$ cat src/rtl/plm_pkg.sv
package plm_pkg;
  typedef enum logic [1:0] {
    STRK_NONE = 2'd0,
    STRK_ONE  = 2'd1,
    STRK_LOCK = 2'd2
  } streak_e;
endpackage

$ cat src/rtl/plm_pream_tracker.sv
module plm_pream_tracker import plm_pkg::*; #(
  parameter int unsigned PREAM_TIMEOUT = 3200
) (
  input  logic clk_i,
  input  logic rst_ni,
  input  logic halt_i,
  input  logic pream_i,
  output logic locked_o
);
  localparam int unsigned GW = $clog2(PREAM_TIMEOUT + 1);
  localparam logic [GW-1:0] GAP_LAST = GW'(PREAM_TIMEOUT - 1);

  streak_e       streak_q;
  logic [GW-1:0] gap_q;

  always_ff @(posedge clk_i or negedge rst_ni) begin
    if (!rst_ni) begin
      streak_q <= STRK_NONE;
      gap_q    <= '0;
    end else if (halt_i) begin
      streak_q <= STRK_NONE;
      gap_q    <= '0;
    end else if (pream_i) begin
      gap_q    <= '0;
      streak_q <= (streak_q == STRK_NONE) ? STRK_ONE : STRK_LOCK;
    end else if (gap_q == GAP_LAST) begin
      // window expired without a preamble
      gap_q    <= '0;
      streak_q <= STRK_NONE;
    end else begin
      gap_q <= gap_q + 1'b1;
    end
  end

  assign locked_o = (streak_q == STRK_LOCK);
endmodule

$ cat src/rtl/plm_parity_watch.sv
module plm_parity_watch #(
  parameter int unsigned PAR_FAIL_LIMIT = 8
) (
  input  logic clk_i,
  input  logic rst_ni,
  input  logic halt_i,
  input  logic sf_end_i,
  input  logic parity_ok_i,
  output logic fail_o
);
  localparam int unsigned FW = $clog2(PAR_FAIL_LIMIT + 1);
  localparam logic [FW-1:0] FAIL_MAX = FW'(PAR_FAIL_LIMIT);

  logic [FW-1:0] fail_q;

  always_ff @(posedge clk_i or negedge rst_ni) begin
    if (!rst_ni) begin
      fail_q <= '0;
    end else if (halt_i) begin
      fail_q <= '0;
    end else if (sf_end_i) begin
      if (parity_ok_i)            fail_q <= '0;
      else if (fail_q != FAIL_MAX) fail_q <= fail_q + 1'b1;
    end
  end

  assign fail_o = (fail_q == FAIL_MAX);
endmodule

$ cat src/rtl/plm_settle_timer.sv
module plm_settle_timer #(
  parameter int unsigned SETTLE_TICKS = 6000
) (
  input  logic clk_i,
  input  logic rst_ni,
  input  logic err_i,
  input  logic tick_i,
  output logic valid_o
);
  localparam int unsigned SW = $clog2(SETTLE_TICKS + 1);
  localparam logic [SW-1:0] TICK_LAST = SW'(SETTLE_TICKS - 1);

  logic [SW-1:0] cnt_q;
  logic          valid_q;

  always_ff @(posedge clk_i or negedge rst_ni) begin
    if (!rst_ni) begin
      cnt_q   <= '0;
      valid_q <= 1'b0;
    end else if (err_i) begin
      cnt_q   <= '0;
      valid_q <= 1'b0;
    end else if (!valid_q && tick_i) begin
      if (cnt_q == TICK_LAST) valid_q <= 1'b1;
      else                    cnt_q   <= cnt_q + 1'b1;
    end
  end

  assign valid_o = valid_q;
endmodule

$ cat src/rtl/preamble_lock_monitor.sv
module preamble_lock_monitor #(
  parameter int unsigned PREAM_TIMEOUT  = 3200,
  parameter int unsigned PAR_FAIL_LIMIT = 8,
  parameter int unsigned SETTLE_TICKS   = 6000,
  parameter int unsigned CS_W           = 5
) (
  input  logic            clk_i,
  input  logic            rst_ni,
  input  logic            run_i,
  input  logic            stop_i,
  input  logic            no_signal_i,
  input  logic            pream_i,
  input  logic            sf_end_i,
  input  logic            parity_ok_i,
  input  logic            ref_tick_i,
  input  logic [CS_W-1:0] cs_flags_i,
  output logic            lock_o,
  output logic            error_o,
  output logic            cs_valid_o,
  output logic [CS_W-1:0] cs_flags_o
);
  logic halt;
  logic locked;
  logic par_fail;
  logic settled;

  assign halt = !run_i || stop_i || no_signal_i;

  plm_pream_tracker #(.PREAM_TIMEOUT(PREAM_TIMEOUT)) u_pream (
    .clk_i    (clk_i),
    .rst_ni   (rst_ni),
    .halt_i   (halt),
    .pream_i  (pream_i),
    .locked_o (locked)
  );

  plm_parity_watch #(.PAR_FAIL_LIMIT(PAR_FAIL_LIMIT)) u_par (
    .clk_i       (clk_i),
    .rst_ni      (rst_ni),
    .halt_i      (halt),
    .sf_end_i    (sf_end_i),
    .parity_ok_i (parity_ok_i),
    .fail_o      (par_fail)
  );

  assign lock_o  = locked && !halt;
  assign error_o = halt || !locked || par_fail;

  plm_settle_timer #(.SETTLE_TICKS(SETTLE_TICKS)) u_settle (
    .clk_i   (clk_i),
    .rst_ni  (rst_ni),
    .err_i   (error_o),
    .tick_i  (ref_tick_i),
    .valid_o (settled)
  );

  assign cs_valid_o = settled && !error_o;

  for (genvar b = 0; b < CS_W; b++) begin : g_gate
    assign cs_flags_o[b] = cs_flags_i[b] && cs_valid_o;
  end
endmodule

$ cat config.mk
export PLATFORM = sky130hd
export DESIGN_NAME = preamble_lock_monitor
export DESIGN_NICKNAME = d
export VERILOG_FILES = /design/src/rtl/plm_pkg.sv /design/src/rtl/plm_pream_tracker.sv /design/src/rtl/plm_parity_watch.sv /design/src/rtl/plm_settle_timer.sv /design/src/rtl/preamble_lock_monitor.sv
export SDC_FILE = /design/constraint.sdc
export NUM_CORES = 1
export LEC_CHECK = 0
export ABC_AREA = 1
export BUFFER_PORTS_ARGS = -buffer_cell sky130_fd_sc_hd__buf_4
export CAP_MARGIN = 20
export CORE_MARGIN = 2
export CORE_UTILIZATION = 25
export CTS_BUF_LIST = sky130_fd_sc_hd__clkbuf_8
export CTS_CLUSTER_DIAMETER = 60
export DETAILED_ROUTE_END_ITERATION = 10
export PLACE_DENSITY = 0.44
export SKIP_CTS_REPAIR_TIMING = 1
export SYNTH_ARGS = -nofsm -noshare
export SYNTH_HDL_FRONTEND = slang
export SYNTH_SLANG_ARGS = --single-unit
$ cat constraint.sdc
create_clock -name clk_i -period 1.6 [get_ports clk_i]
set_input_delay 0.16 -clock clk_i [delete_from_list [all_inputs] [get_ports clk_i]]
set_output_delay 0.16 -clock clk_i [all_outputs]
set_load 0.05 [all_outputs]
Yosys cells after proc, flatten, opt, wreduce, memory -nomap -nowiden:

Cells that the tools add are included.

* word-level logic and storage cells: 57
* register bits after elaboration: 32
* bits of input ports: 14
* output and inout bits: 8

* multiplexer cells: 17
* reductions and logical operators: 26
* add/sub/neg operators: 3
* eq/ne operators: 6

Operator list (number)
* two-way mux 13 bit: 3
* two-way mux 12 bit: 3
* two-way mux 4 bit: 4
* adder 13 x 1 -> 13 bit, second input constant: 1
* == test 13 bit, second input constant: 1
* adder 12 x 1 -> 12 bit, second input constant: 1
* == test 12 bit, second input constant: 1
* logical AND 1 bit: 8
* two-way mux 2 bit: 4
* AND reduction 2 bit: 3
* nonzero test 2 bit: 3
* nonzero test 3 bit: 2
* zero test 1 bit: 5
* adder 4 x 1 -> 4 bit, second input constant: 1
* == test 4 bit, second input constant: 1
* logical OR 1 bit: 4
* != test 4 bit, second input constant: 1
* two-way mux 1 bit: 3
* == test 2 bit, second input constant: 1
* zero test 2 bit: 1
* != test 2 bit, second input constant: 1

Longest topological paths before layout:

Gate-level depths: netlist of the first run.

* depth after elaboration: 8
* depth in mapped cells: 9
* mapped depth without buffers: 9

By module:

A second synthesis of the first run with hierarchy kept.

* cell total of the unflattened synthesis: 292
* area, all modules: 2044.5 µm²

By module, submodules not included
* plm_settle_timer: cells an instance 132, times used 1, area each 898.4 µm², seq. area each 350.3 µm²
* plm_pream_tracker: cells an instance 99, times used 1, area each 742.0 µm², seq. area each 350.3 µm²
* plm_parity_watch: cells an instance 41, times used 1, area each 295.3 µm², seq. area each 100.1 µm²
* preamble_lock_monitor: cells an instance 20, times used 1, area each 108.9 µm², seq. area each 0.0 µm²

Least setup slack after synthesis of the first run:

Ideal clock, no wire load.

* kind: flip-flop to output port
* from: register u_par.fail_q[0]
* to: output cs_flags_o[0]
* slack: -0.321 ns
* cell stages (with the launch flop): 8
* buffers on the path: 0
* arrival time: 1.761 ns
* required time: 1.440 ns
* path through: dfrtp_1 -> inv_1 -> ha_1 -> nand3_1 -> inv_2 -> nor2_2 -> nand2_1 -> nor2_1

* cells in the longest elaborated chain, start to end: 5

RTL lines
* start, declared: RTL line plm_parity_watch.sv:14 `logic [FW-1:0] fail_q;`
* start signal, assigned: RTL line plm_parity_watch.sv:23 `else if (fail_q != FAIL_MAX) fail_q <= fail_q + 1'b1;`
* == test 4 bit: RTL line plm_parity_watch.sv:27 `assign fail_o = (fail_q == FAIL_MAX);`
* logical OR 1 bit: RTL line preamble_lock_monitor.sv:47 `assign error_o = halt || !locked || par_fail;`
* zero test 1 bit: RTL line preamble_lock_monitor.sv:57 `assign cs_valid_o = settled && !error_o;`
* logical AND 1 bit: RTL line preamble_lock_monitor.sv:57
* logical AND 1 bit: RTL line preamble_lock_monitor.sv:60 `assign cs_flags_o[b] = cs_flags_i[b] && cs_valid_o;`
* end, declared: RTL line preamble_lock_monitor.sv:20 `output logic [CS_W-1:0] cs_flags_o`

Every way passes these cells.

Final worst setup path of the first run:

* from: register u_par.fail_q[0]
* to: output cs_flags_o[2]

The elaborated chain is that of the path after synthesis.

==> metrics, run 1 <==
Port Buffers=21; most instantiated cells after synthesis=nand2_1 (68), nor2_1 (53), nand3_1 (48); Worst setup EP type=output pin; final setup margin=-0.150 ns; Mapped Cells=280; most numerous cell in the Yosys netlist=nand2_1; Post-synth ARST share=1.00; critical-path cell list=inv_1, ha_4, nand3_2, inv_2, nor2_4, nand2_8, nor2_4, buf_6; largest net degree at the start of global routing=33; first-pass GRT wire length=7.73 mm; NumNets Final=348; Post-synth EDFFs=0; total global-route track usage=0.114; DR WL/cell=10.9 um; synthesized net count=298; most frequent CP cell=nor2_4; outcome=finished with violations; WHS=0.126 ns; die area=8540 um2; Overflow after GRT=0; relative slew slack=0.707; Slowest-stage cell, CP=dfrtp_1; reg-to-reg slack, setup=0.07 ns; post-synthesis sequential area ratio=0.410; CP peak stage delay=0.35 ns; LEAKAGE=1.23 nW; Core Area=7650 um2; RSZ-0062 raised after global routing=true; drt pass-1 iters=4; max_cap viols=0; clock sinks=32; Slew Limit Fails=0; CP Max Fanout=7; FILL cells=833; Yosys cell types=22; Inserted Clock Buffers=5; WHS Path Cells=3; Critical Path RT=1.44 ns; Setup CP Type=reg -> out; Starting Density=0.255; 1st-iter DRT viols=109; row count=32; die width=92.4 um; vias in the first global route=1721; reg2reg end=u_settle.cnt_q[9]; Final Hold Viols=0; cells on worst reg2reg path=9; Final Skew=0.00415 ns; RePlAce Congestion=0.770; Slew @ Worst Pin=0.439 ns; Total Wirelength=4.72 mm; Critical Path Source Type=register; FF/Latch Area=801 um2; Setup TNS=-0.805 ns; total power=1.49 mW; DR vias/cell=4.34; RR Startpoint=u_par.fail_q[0]; IO Count=22; TritonCTS clock tree=yes; antenna diode count=0; Tcrit/Tclk final=1.09; DP HPWL=3.35 mm; Clk Latency, worst-skew pair=0.28 ns; area of the multi-input gates=1100 um2; root buf cell=clkbuf_8; Post-route DRC=0; Tmin final=1.75 ns; Area Overhead vs Synth=36.4%; Setup violations, final=7; initial antenna violation count=0; ranking of synthesized cells by area=dfrtp_1 (41%), nand2_1 (13%), nand3_1 (12%); Mapped Area=1950 um2; Yosys top cell area share=0.410; Avg Cell Area, Syn=6.98 um2; Power Density=561 nW/um2; Critical Path AT=1.59 ns; maximum clock rate=572 MHz; #FFs+latches synth=32; ys flop type=dfrtp_1; Worst-path clk slew=0.07 ns; violated checks=setup timing; Min-Delay Endpoint=u_pream.streak_q[1]; H-Tree Depth=2; vias=1876; die height=92.4 um; Synth Warn #=0; antenna-violating nets left=0; Clock Path Buffers=2; Hold Path Class=in -> reg; VDD IR-drop max=0.282 mV; area leader, netlist=dfrtp_1; hold_sp=pream_i; layout cells sized above 1=0.239
per-stage QoR:
stage                     instances  utilization  instance area, um2  setup slack (ns)
after floorplan                 280            -                2010            0.0716
after global placement          416        0.314                2400            0.0399
after detailed placement        416        0.314                2400            0.0486
after CTS                       423        0.324                2480            -0.244
after global routing            432        0.348                2660            -0.217
final                           432        0.348                2660            -0.150
routing by layer:
layer	up-vias	global-route usage	wire [um]
li1	982	-	-
met1	863	0.143	2330
met2	27	0.184	2190
met3	4	0.0277	136
met4	0	0.0510	65
met5	-	0	0
logic make-up (layout without fill, tap and decap cells):
kind of cell,count (synthesis),count (layout),synth area share
xor+xnor,11,11,0.0493
buf+inv,38,88,0.0794
compound gates,9,9,0.0237
flops,32,32,0.410
fa+ha+maj,4,4,0.0256
simple gates,186,186,0.412
worst max-delay path: cells and delay by family (launching register included):
kind / cells / cell delay [ns]
flip-flops: 1 / 0.35
buffers and inverters: 3 / 0.30
AND/OR/NAND/NOR: 4 / 0.50
adder cells (fa/ha/maj): 1 / 0.17
layout by cell type (no fill, tap or decap):
master	Yosys	final
inv_2	4	4
nand3_1	48	45
or2_2	1	1
nand2_2	2	1
dlygate4sd3_1	0	1
buf_4	1	36
clkinvlp_4	0	1
a21oi_1	1	1
nand3_2	1	4
inv_1	31	30
clkbuf_8	0	5
xnor2_1	1	1
ha_2	0	1
inv_8	0	1
xor2_1	10	10
ha_1	4	2
nor2_2	4	5
nor2_1	53	45
nand2_8	0	1
clkinv_2	0	1
ha_4	0	1
clkbuf_16	0	1
buf_12	0	1
o21ai_1	7	7
dfrtp_1	32	32
nor2_4	0	7
nand2_4	0	1
a31oi_1	1	1
nand4_1	5	5
nor3_1	2	2
buf_6	1	5
buf_8	0	2
nand2_1	68	67
nor3b_1	2	2
cell type report:
class,count,share of cell area
multi-input cells,210,0.414
flip-flops and latches,32,0.301
repair buffers,46,0.155
inverters,35,0.0535
well taps,102,0.0479
clock buffers,5,0.0258
clock inverters,2,0.00329
where the power goes:
group / internal (mW) / switching, mW
Combinational: 0.0383 / 0.0543
Clock: 0.289 / 0.299
Sequential: 0.811 / 0.00185
Total: 1.14 / 0.355
worst max-delay path by stage:
| stage | from | end |
|---|---|---|
| after CTS | u_par.fail_q[0] | cs_flags_o[0] |
| after global routing | u_pream.streak_q[1] | cs_flags_o[2] |
| after detailed placement | u_settle.cnt_q[0] | u_settle.cnt_q[6] |
| after floorplan | u_par.fail_q[0] | cs_flags_o[0] |
| final | u_par.fail_q[0] | cs_flags_o[2] |
| after global placement | u_settle.cnt_q[0] | u_settle.cnt_q[6] |
registers in the layout, summed over array words and instances (netlist names):
name / cells
u_par.fail_q: 4
u_settle.valid_o: 1
u_settle.cnt_q: 13
u_pream.gap_q: 12
u_pream.streak_q: 2
Power figures use the tool's default switching activity.
==> run 2, diff against run 1 <==
Settings changed: CORE_ASPECT_RATIO set to 1.25.
==> run 2 against run 1 <==
Effect of this change: the run still ends with setup timing left; die area about the same; clock power about the same; maximum frequency is 2.1% higher; cell count shrank 1.2%; global-route usage is 0.51 points higher; first-iteration DRC count shrank 32%; core utilization grew 0.12 points; non-clock buffer count is 2 higher; critical path depth unchanged; largest cell class unchanged.
==> metrics, run 2 (same netlist as run 1, synthesis figures left out) <==
Total Wirelength=5.00 mm (+5.9%); total power=1.49 mW (about the same); largest registers=u_settle.cnt_q: 13 flops, u_pream.gap_q: 12 flops, u_par.fail_q: 4 flops; H-Tree Depth=2 (unchanged); outcome=finished with violations; WHS Path Cells=3 (unchanged); Setup TNS=-0.646 ns (+0.159 ns); Tmin final=1.71 ns (-0.0366 ns); max_cap viols=0 (unchanged); final setup margin=-0.113 ns (+0.0366 ns); IO Count=22 (unchanged); initial antenna violation count=0 (unchanged); cells on worst reg2reg path=10 (+1); Slew @ Worst Pin=0.440 ns (+0.00113 ns); Critical Path AT=1.55 ns (-0.04 ns); most frequent cells in the layout=nand2_1 (67), nand3_1 (46), nor2_1 (45), buf_4 (37), dfrtp_1 (32); fin util=0.350 (+0.00125); Clk Latency, worst-skew pair=0.28 ns (about the same); maximum clock rate=584 MHz (+2.1%); total global-route track usage=0.119 (+0.00513); Inserted Clock Buffers=5 (unchanged); leading cell type in the layout, fill and taps excluded=nand2_1; Setup violations, final=7 (unchanged); DR vias/cell=4.43 (+1.9%); DR WL/cell=11.7 um (+7.2%); sw power=0.353 mW (-0.49%); Final Hold Viols=0 (unchanged); Overflow after GRT=0 (unchanged); die width=83.1 um (-10%); max FFs per register=13 (unchanged); VDD IR-drop max=0.482 mV (+71%); root buf cell=clkbuf_8; Post-route DRC=0 (unchanged); layout cells sized above 1=0.241 (+0.00157); Critical Path Source Type=register; Hold Path Class=in -> reg; first-pass GRT wire length=8.18 mm (+5.8%); vias=1890 (+0.75%); violated checks=setup timing; Slew Limit Fails=0 (unchanged); row count=36 (+13%); Biggest register=u_settle.cnt_q; CP Max Fanout=7 (unchanged); clock sinks=32 (unchanged); antenna-violating nets left=0 (unchanged); internal power=1.14 mW (+0.15%); TritonCTS clock tree=yes; largest net degree at the start of global routing=33 (unchanged); Comb pwr share=0.064 (+0.002); Port Buffers=21 (unchanged); 1st-iter DRT viols=74 (-32%); Clock Path Buffers=2 (unchanged); die area=8540 um2 (about the same); LEAKAGE=1.25 nW (+1.7%); Critical Path RT=1.44 ns (about the same); RSZ-0062 raised after global routing=true; Setup CP Type=reg -> out; antenna diode count=0 (unchanged); Tcrit/Tclk final=1.07 (-0.0229); RePlAce Congestion=0.770 (about the same); Final Skew=0.0129 ns (+0.00873 ns); Final Instance Area=2690 um2 (+1.1%); die height=103 um (+11%); Core Area=7700 um2 (+0.72%); drt pass-1 iters=4 (unchanged); NumNets Final=350 (+0.57%); placed cell count=410 (-1.4%); Finished Layout Cells=427 (-1.2%); clock share of power=0.391 (-0.003); Area after DPL=2410 um2 (+0.47%); Area Overhead vs Synth=37.9%; Worst setup EP type=output pin; Power Density=555 nW/um2 (-1.1%); Sw Ratio=0.236 (-0.00117); DP HPWL=3.58 mm (+7.0%); relative slew slack=0.707 (-0.000750); Worst-path clk slew=0.08 ns (about the same); Reg power frac=0.544 (about the same); vias in the first global route=1785 (+3.7%); Starting Density=0.254 (-0.00183)
[run 2: path summary, 6_finish.rpt]
path | slack [ns] | to | start
setup / recovery | -0.11 | cs_flags_o[3] | u_par.fail_q[1]
setup reg to reg | 0.12 | u_settle.cnt_q[10] | u_par.fail_q[1]
hold reg to reg | 0.47 | u_pream.gap_q[0] | u_pream.gap_q[0]
max in group asynchronous | 0.92 | u_par.fail_q[0] | rst_ni
hold / removal | 0.12 | u_settle.valid_o | ref_tick_i
min in group asynchronous | 0.36 | u_settle.cnt_q[3] | rst_ni
[run 2: through the flow]
step | hold slack [ns] | setup WS, ns
3_3_place_gp | 0.143 | 0.0630
6_report | 0.116 | -0.113
2_1_floorplan | -0.136 | 0.0716
3_5_place_dp | 0.143 | 0.0524
5_1_grt | 0.119 | -0.211
4_1_cts | -0.165 | -0.257
[run 2: layout make-up]
type,count,area [um2]
clock buffers,5,68.8
clock inverters,2,8.76
fillers,812,5010
inverters,35,143
multi-input cells,210,1100
flip-flops and latches,32,801
well taps,95,119
repair buffers,48,454
[run 2: critical path: stages (launching register included)]
cell     delay [ns]
dfrtp_1        0.38
inv_2          0.06
ha_4           0.16
nand3_4        0.05
inv_2          0.04
nor2_4         0.19
nand2_8        0.12
nor2_4         0.12
buf_8          0.15
[run 2: layer usage]
metal  vias up  wire length (um)  global-route usage
li1        989                 -                   -
met1       874              2090               0.134
met2        19              2720               0.226
met3         8               106              0.0248
met4         0                82              0.0366
met5         -                 0                   0
[run 2: power groups by stage]
stage,Combinational [mW],Clock [mW],Sequential (mW)
2_1_floorplan,0.0320,0,0.828
3_3_place_gp,0.0919,0,0.828
3_5_place_dp,0.0924,0,0.828
4_1_cts,0.0925,0.615,0.813
5_1_grt,0.108,0.647,0.813
6_report,0.0958,0.585,0.813
==> run 3, diff against run 2 <==
Settings changed: CORE_UTILIZATION 25 to 60, PLACE_DENSITY 0.44 to 0.84.
==> run 3 against run 2 <==
Effect of this change: the flow still finishes with violations (setup timing); wire length fell by 12%; combinational power fell by 9.4%; critical path type unchanged; critical endpoint unchanged; global-route usage rose by 12 points.
==> metrics, run 3 (same netlist as run 1, synthesis figures left out) <==
Critical Path Source Type=register; Final Skew=0.00873 ns (-0.00415 ns); antenna diode count=0 (unchanged); worst setup path end=cs_flags_o[3]; Area after DPL=2240 um2 (-7.0%); max_cap viols=0 (unchanged); final setup margin=-0.170 ns (-0.0566 ns); CP peak stage delay=0.39 ns (about the same); Critical Path RT=1.44 ns (about the same); Worst-path clk slew=0.06 ns (-0.02 ns); Slew Limit Fails=0 (unchanged); Worst Setup SP=u_par.fail_q[1]; Clk Latency, worst-skew pair=0.28 ns (about the same); Post-route DRC=0 (unchanged); Hold Path Class=in -> reg; Clock Path Buffers=2 (unchanged); outcome=finished with violations; critical path's top delay family=simple AND/OR/NAND/NOR gates; Core Area=3170 um2 (-59%); DP HPWL=3.01 mm (-16%); cells on worst reg2reg path=11 (+1); total global-route track usage=0.234 (+0.115); RSZ-0062 raised after global routing=true; leading cell type in the layout, fill and taps excluded=nand2_1; Crit path depth=8 (unchanged); antenna-violating nets left=0 (unchanged); reg-to-reg slack, setup=0.04 ns (-0.08 ns); most frequent cells in the layout=nand2_1 (66), nor2_1 (46), nand3_1 (46), dfrtp_1 (32), inv_1 (28); Tmin final=1.77 ns (+0.0566 ns); violated checks=setup timing; LEAKAGE=1.18 nW (-5.6%); Sw Ratio=0.225 (-0.0113); Setup TNS=-0.904 ns (-0.258 ns); clock share of power=0.413 (+0.022); sw power=0.345 mW (-2.3%); clock sinks=32 (unchanged); initial antenna violation count=0 (unchanged); Comb pwr share=0.057 (-0.007); vias in the first global route=1518 (-15%); relative slew slack=0.733 (+0.0263); Finished Layout Cells=354 (-17%); row count=23 (-36%); RR Startpoint=u_par.fail_q[1]; Slew @ Worst Pin=0.401 ns (-0.0394 ns); total power=1.53 mW (+2.6%); vias=1869 (-1.1%); drt pass-1 iters=4 (unchanged); NumNets Final=334 (-4.6%); TritonCTS clock tree=yes; root buf cell=clkbuf_8; Worst setup EP type=output pin; WP buf/inv=3 (unchanged); die height=67.8 um (-34%); DR vias/cell=5.28 (+19%); H-Tree Depth=2 (unchanged); critical-path cell list=inv_2, ha_4, nand3_4, inv_2, nor2_4, nand2_8, nor2_4, buf_8; WHS Path Cells=3 (unchanged); max FFs per register=13 (unchanged); Inserted Clock Buffers=5 (unchanged); Total Wirelength=4.42 mm (-12%); largest net degree at the start of global routing=33 (unchanged); first-pass GRT wire length=6.15 mm (-25%); Biggest register=u_settle.cnt_q; Port Buffers=21 (unchanged); Power Density=612 nW/um2 (+10%); internal power=1.19 mW (+4.1%); Overflow after GRT=0 (unchanged); Setup CP Type=reg -> out; Starting Density=0.617 (+0.363); IO Count=22 (unchanged); DR WL/cell=12.5 um (+6.6%); 1st-iter DRT viols=60 (-19%); VDD IR-drop max=0.848 mV (+76%); Reg power frac=0.531 (-0.013); Final Instance Area=2500 um2 (-7.0%); reg2reg end=u_settle.cnt_q[4]; Setup violations, final=7 (unchanged); maximum clock rate=565 MHz (-3.2%); placed cell count=341 (-17%); Critical Path AT=1.61 ns (+0.06 ns); Final Hold Viols=0 (unchanged); Slowest-stage cell, CP=dfrtp_1; die width=55.0 um (-34%); Tcrit/Tclk final=1.11 (+0.0354); largest registers=u_settle.cnt_q: 13 flops, u_pream.gap_q: 12 flops, u_par.fail_q: 4 flops; RePlAce Congestion=0.776 (+0.81%); layout cells sized above 1=0.208 (-0.0328); Area Overhead vs Synth=28.2%; die area=3730 um2 (-56%); CP Max Fanout=7 (unchanged)
run 3: cell count changes in the layout (fill, tap and decap cells not counted), sizes merged:
cell and delta:
clkbuf +1, inv -1, clkinv +1, buf -16
run 3: stage by stage:
stage / util / hold slack, ns / worst slack (ns)
2_1_floorplan: - / -0.136 / 0.0716
4_1_cts: 0.738 / -0.192 / -0.281
5_1_grt: 0.791 / 0.133 / -0.232
3_3_place_gp: 0.709 / 0.113 / 0.0672
3_5_place_dp: 0.709 / 0.116 / 0.0271
6_report: 0.791 / 0.121 / -0.170
run 3: worst min-delay path by stage:
stage | from | slack [ns] | end
floorplan | rst_ni | -0.14 | u_par.fail_q[0]
global placement | rst_ni | 0.11 | u_pream.gap_q[10]
finish | ref_tick_i | 0.12 | u_settle.valid_o
detailed placement | rst_ni | 0.12 | u_pream.gap_q[10]
global route | pream_i | 0.13 | u_pream.streak_q[0]
CTS | rst_ni | -0.19 | u_pream.gap_q[9]
run 3: final cells by class:
type / count / area (um2)
multi-input cells: 210 / 1100
inverters: 35 / 140
clock inverters: 2 / 10.0
fillers: 213 / 662
well taps: 37 / 46.3
clock buffers: 6 / 82.6
repair buffers: 32 / 325
flip-flops and latches: 32 / 801
run 3: worst min-delay path: cells and delay by family:
family | cells | cell delay, ns
buffers and inverters | 1 | 0.08
and+or+nand+nor | 2 | 0.13
run 3: routing by layer:
layer | wire length [um] | part of all wire | up-vias | global-route usage
met2 | 2380 | 0.54 | 41 | 0.417
met3 | 170 | 0.038 | 10 | 0.0686
met1 | 1790 | 0.41 | 859 | 0.252
met5 | 0 | 0 | - | 0
li1 | - | - | 959 | -
met4 | 77 | 0.017 | 0 | 0.0915
run 3: power by group through the flow:
stage	Clock (mW)	Combinational, mW	Sequential (mW)
2_1_floorplan	0	0.0320	0.828
3_3_place_gp	0	0.0783	0.828
3_5_place_dp	0	0.0797	0.828
4_1_cts	0.650	0.0800	0.813
5_1_grt	0.691	0.0974	0.813
6_report	0.632	0.0868	0.814
